### src/rtl/shimm_pkg.sv
package shimm_pkg;
  localparam int IW = 16;

  typedef enum logic [1:0] {
    SH_LSL = 2'b00,
    SH_LSR = 2'b01,
    SH_ASR = 2'b10,
    SH_BAD = 2'b11
  } sh_kind_e;

  typedef struct packed {
    logic       legal;
    sh_kind_e   kind;
    logic [4:0] amt;
    logic [2:0] src;
    logic [2:0] dst;
  } shimm_dec_t;

  localparam int FL_N = 3;
  localparam int FL_Z = 2;
  localparam int FL_C = 1;
  localparam int FL_V = 0;
endpackage

### src/rtl/shimm_decode.sv
module shimm_decode
  import shimm_pkg::*;
(
  input  logic [IW-1:0] word,
  output shimm_dec_t    dec
);
  always_comb begin
    dec.kind  = sh_kind_e'(word[12:11]);
    dec.amt   = word[10:6];
    dec.src   = word[5:3];
    dec.dst   = word[2:0];
    dec.legal = (word[15:13] == 3'b000) && (word[12:11] != 2'b11);
  end
endmodule

### src/rtl/shimm_shifter.sv
module shimm_shifter
  import shimm_pkg::*;
#(
  parameter int W  = 32,
  parameter int SW = $clog2(W)
) (
  input  sh_kind_e      kind,
  input  logic [SW-1:0] amt,
  input  logic [W-1:0]  src,
  input  logic          cin,
  output logic [W-1:0]  res,
  output logic          cout
);
  logic [W:0]        lext;
  logic [W:0]        rext;
  logic signed [W:0] aext;
  logic              zamt;
  logic              sgn;

  always_comb begin
    lext = {1'b0, src} << amt;
    rext = {src, 1'b0} >> amt;
    aext = $signed({src, 1'b0}) >>> amt;
    zamt = (amt == '0);
    sgn  = src[W-1];
    case (kind)
      SH_LSL: begin
        res  = zamt ? src : lext[W-1:0];
        cout = zamt ? cin : lext[W];
      end
      SH_LSR: begin
        res  = zamt ? '0 : rext[W:1];
        cout = zamt ? sgn : rext[0];
      end
      SH_ASR: begin
        res  = zamt ? {W{sgn}} : aext[W:1];
        cout = zamt ? sgn : aext[0];
      end
      default: begin
        res  = src;
        cout = cin;
      end
    endcase
  end
endmodule

### src/rtl/shimm_regfile.sv
module shimm_regfile #(
  parameter int W  = 32,
  parameter int N  = 8,
  parameter int AW = $clog2(N)
) (
  input  logic          clk,
  input  logic          rst,
  input  logic          we,
  input  logic [AW-1:0] widx,
  input  logic [W-1:0]  wdata,
  input  logic [AW-1:0] ridx,
  output logic [W-1:0]  rdata,
  input  logic [AW-1:0] didx,
  output logic [W-1:0]  ddata
);
  logic [W-1:0] regs [N];

  for (genvar g = 0; g < N; g++) begin : g_reg
    always_ff @(posedge clk) begin
      if (rst) regs[g] <= '0;
      else if (we && (widx == AW'(g))) regs[g] <= wdata;
    end
  end

  assign rdata = regs[ridx];
  assign ddata = regs[didx];
endmodule

### src/rtl/shimm_exec.sv
module shimm_exec
  import shimm_pkg::*;
#(
  parameter int W  = 32,
  parameter int N  = 8,
  parameter int AW = $clog2(N),
  parameter int SW = $clog2(W)
) (
  input  logic          clk,
  input  logic          rst,
  input  logic          ins_valid,
  output logic          ins_ready,
  input  logic [IW-1:0] ins_word,
  output logic          unsupported,
  input  logic          pre_en,
  input  logic [AW-1:0] pre_idx,
  input  logic [W-1:0]  pre_data,
  input  logic [AW-1:0] dbg_idx,
  output logic [W-1:0]  dbg_data,
  output logic [3:0]    dbg_flags
);
  shimm_dec_t    dec;
  logic          accept;
  logic          exe_we;
  logic          pre_we;
  logic          rf_we;
  logic [AW-1:0] rf_widx;
  logic [W-1:0]  rf_wdata;
  logic [W-1:0]  src_val;
  logic [W-1:0]  sh_res;
  logic          sh_c;
  logic [3:0]    flag_q;
  logic          unsup_q;

  assign ins_ready = !rst;
  assign accept    = ins_valid && ins_ready;
  assign exe_we    = accept && dec.legal;
  assign pre_we    = pre_en && !ins_valid && !rst;
  assign rf_we     = exe_we || pre_we;
  assign rf_widx   = exe_we ? AW'(dec.dst) : pre_idx;
  assign rf_wdata  = exe_we ? sh_res : pre_data;

  shimm_decode u_dec (
    .word (ins_word),
    .dec  (dec)
  );

  shimm_regfile #(.W(W), .N(N)) u_rf (
    .clk   (clk),
    .rst   (rst),
    .we    (rf_we),
    .widx  (rf_widx),
    .wdata (rf_wdata),
    .ridx  (AW'(dec.src)),
    .rdata (src_val),
    .didx  (dbg_idx),
    .ddata (dbg_data)
  );

  shimm_shifter #(.W(W)) u_sh (
    .kind (dec.kind),
    .amt  (SW'(dec.amt)),
    .src  (src_val),
    .cin  (flag_q[FL_C]),
    .res  (sh_res),
    .cout (sh_c)
  );

  always_ff @(posedge clk) begin
    if (rst) begin
      flag_q  <= '0;
      unsup_q <= 1'b0;
    end else begin
      unsup_q <= accept && !dec.legal;
      if (exe_we) begin
        flag_q[FL_N] <= sh_res[W-1];
        flag_q[FL_Z] <= (sh_res == '0);
        flag_q[FL_C] <= sh_c;
      end
    end
  end

  assign unsupported = unsup_q;
  assign dbg_flags   = flag_q;
endmodule

### config.mk
export PLATFORM = sky130hd
export DESIGN_NAME = shimm_exec
export DESIGN_NICKNAME = d
export VERILOG_FILES = /design/src/rtl/shimm_pkg.sv /design/src/rtl/shimm_decode.sv /design/src/rtl/shimm_shifter.sv /design/src/rtl/shimm_regfile.sv /design/src/rtl/shimm_exec.sv
export SDC_FILE = /design/constraint.sdc
export NUM_CORES = 1
export LEC_CHECK = 0
export BUFFER_PORTS_ARGS = -buffer_cell sky130_fd_sc_hd__buf_2
export CORE_ASPECT_RATIO = 1.2
export CORE_MARGIN = 2
export CORE_UTILIZATION = 44
export CTS_BUF_LIST = sky130_fd_sc_hd__clkbuf_8
export DETAILED_ROUTE_END_ITERATION = 10
export PLACE_DENSITY = 0.72
export RECOVER_POWER = 100
export SKIP_LAST_GASP = 1
export SYNTH_ARGS = -nofsm -noshare
export SYNTH_HDL_FRONTEND = slang
export SYNTH_HIERARCHICAL = 1
export SYNTH_SLANG_ARGS = --single-unit
### constraint.sdc
create_clock -name clk -period 5.1 [get_ports clk]
set_input_delay 0.51 -clock clk [delete_from_list [all_inputs] [get_ports clk]]
set_output_delay 0.51 -clock clk [all_outputs]
set_load 0.05 [all_outputs]
==> results.ini <==
[placement]
gp_congestion = 1.14
place_hpwl_mm = 51.1
io_buffers = 94

[cells_and_area]
final-seq-area_mm2 = 0.00777
fill_cells = 4118
multi_input_area_mm2 = 0.0109
drive_gt1_share_pct = 21.8
area_delta_synth_final_pct = 7.17
layout.nets = 1815

[grt]
grt_pass1_wl_mm = 110
grt-ovfl-total = 0
antenna_found_initial = 3
grt_pass1_vias = 16300
grt_max_degree = 76
grt.total_usage_pct = 32.1

[pwr]
ir_worst_vdd_v = 0.000147
leakagePower_uw = 0.00748
finalPower_uw = 5950
pwr_density_cell_mw_per_mm2 = 278

[logic_synthesis]
synth_cell_types = 80
synthXorXnorAreaFrac_pct = 0.0438
synthAdderAreaFrac_pct = 0
synth.largest_area_cell = edfxtp_1
synth_area_mm2 = 0.0200
synth-compound-area-share_pct = 9.11
synthSimpleGateAreaFrac_pct = 14.8
yosys.area.top_type_share_pct = 38.5
synth_cells = 1762
async_flop_share_pct = 0
yosys_warnings = 6
ys_top_cells_by_area = edfxtp_1 (38%), mux4_2 (12%), mux4_1 (11%)
syn_nets = 1820
synth_top_family_by_area = multiplexers
syn_area_per_cell_um2 = 11.3
ys.flop_type = edfxtp_1
seq_area_frac_synth_pct = 38.9
post-synth-top-count-cell = nor3_1
ys_ff_latch = 260
synthMuxAreaShare_pct = 30.2
synth_common_cells = nor3_1 (282), edfxtp_1 (256), nand2_1 (191)
synth_edf_count = 256

[status]
status = complete, but fails checks
violations = max-capacitance violations, max-slew violations

[die]
initial_core_util_pct = 44.5
row_count = 85
die_area_mm2 = 0.0472
die_h_um = 238
io_pins = 96
fp.coreArea_mm2 = 0.0449
die_w_um = 199

[cts]
path_clk_slew_ps = 80
cts_sinks = 260
htree_num_levels = 2
worstSkewPairLatency_ps = 570
ctsResizeCount = 0
post_cts_buffers = 0
tritoncts = done
clockBufferDepth = 3
cts_buffers = 38
clockRootBuffer = clkbuf_8
hold_buffers = 0

[detailed_routing]
via_per_inst = 7.07
dr_total_vias = 16900
first_pass_iters = 6
wirelength_mm = 76.3
drc_errors = 0
drt_iter0_drc = 2281
ant_nets = 0
wl_per_cell_um = 31.8

[setup_path]
cp_slowest_cell = nor4_1
arrival_ps = 5510
startpoint_type = input port
max_stage_delay_ps = 1030
crit_fanout = 19
endpoint_kind = flop
ff2ff_setup_slack_ps = 220
crit_required_ps = 5600
path_cells = buf_4 > buf_12 > mux4_1 > mux2_1 > mux4_2 > mux2i_1 > nand2_1 > o21ai_0 > a21boi_0 > a2bb2oi_1 > nor4_1 > nand4_1 > o31ai_2
critPathKind = input port to flop

[timing]
max_freq_mhz = 199
fin_crit_ps = 5010
hold_violations = 0
setup-tns-final_ps = 0
finalMaxSlewViolations = 135
worst_clock_skew_ps = 39.3
slew_headroom_pct = -14.5
tightest_slew_ps = 1720
setup_viol = 0
post-route-period-util_pct = 98.3
grt_setup_unrepaired = no

[min_path]
hp-class = input port to flop

[flow_run]
cap_viol_max_count = 5

[worst paths after layout]
check	from	end	cells past startpoint
worst max-delay path	ins_word[3]	dbg_flags[2]$_SDFFE_PP0P_	13
worst min-delay path	ins_valid	unsupported$_SDFF_PP0_	2
worst max register to register	u_rf/regs[1][24]$_SDFFCE_PN0P_	dbg_flags[2]$_SDFFE_PP0P_	10
worst min register to register	dbg_flags[3]$_SDFFE_PP0P_	dbg_flags[3]$_SDFFE_PP0P_	2
[placed cells by master (no fill, tap or decap), types with 5 or more instances in the layout]
| cell type | count |
|---|---|
| o21ai_0 | 58 |
| mux4_2 | 103 |
| nand2_1 | 191 |
| nand3_1 | 20 |
| a31oi_1 | 6 |
| nand2b_1 | 11 |
| a21oi_1 | 54 |
| mux2_2 | 89 |
| clkbuf_1 | 54 |
| clkbuf_8 | 42 |
| nor2b_1 | 7 |
| mux4_1 | 80 |
| a221oi_1 | 6 |
| buf_4 | 56 |
| mux2i_1 | 54 |
| buf_2 | 55 |
| o22ai_1 | 9 |
| inv_1 | 15 |
| o221ai_1 | 11 |
| o21bai_4 | 5 |
| clkinv_1 | 45 |
| nor2_1 | 78 |
| clkbuf_2 | 7 |
| nor3_1 | 282 |
| a22oi_1 | 7 |
| nor4_1 | 14 |
| a32oi_1 | 7 |
| o31ai_1 | 7 |
| o211ai_1 | 21 |
| edfxtp_1 | 256 |
| a211o_1 | 6 |
| buf_12 | 7 |
| a211oi_1 | 14 |
| and2_1 | 6 |
[per-layer routing]
layer	global-route usage [%]	routed length [um]	vias to the layer above
met5	0	0	-
met4	17.9	5430	0
met3	6.77	8380	320
met2	51.0	35300	1338
met1	41.0	27200	8348
li1	-	-	6937
[worst max-delay path: cells and delay by family]
kind,cells,cell delay (ps)
mux,4,2080
simple gates,3,1460
compound gates,4,850
buf+inv,2,580
[state kept, by name (all words and copies together), names as in the netlist]
register	cells
dbg_flags	3
unsupported	1
u_rf/regs	256
[final cells by class]
class                      instances  share of cell area, %
multi-input combinational       1235                   50.8
sequential                       260                   36.3
timing repair buffer             179                   5.01
tap                              609                   3.56
clock buffer                      42                   2.70
clock inverter                    26                  0.882
inverter                          43                  0.753
antenna                            3                 0.0350
[power breakdown]
part / switching (uW) / internal, uW / total, uW
registers: 48.5 / 2450 / 2490
clock network: 808 / 911 / 1720
logic: 1140 / 592 / 1740
total: 2000 / 3950 / 5950
[through the flow]
stage	worst slack, ps	util (%)	hold WS [ps]	cell area, um2	instances
6_report	85.9	47.7	237	21400	2397
4_1_cts	910	48.2	221	21600	2394
3_5_place_dp	313	46.5	449	20900	2326
2_1_floorplan	1000	-	579	20000	1762
3_3_place_gp	258	46.5	446	20900	2326
5_1_grt	165	47.7	243	21400	2395
[cells by family after synthesis]
kind of cell              after synthesis
and+or+nand+nor                       636
muxes                                 332
buffers and inverters                 267
AOI/OAI and AO/OA                     265
DFF                                   260
xor gates and xnor gates                1
other                                   1
Power figures use the tool's default switching activity.
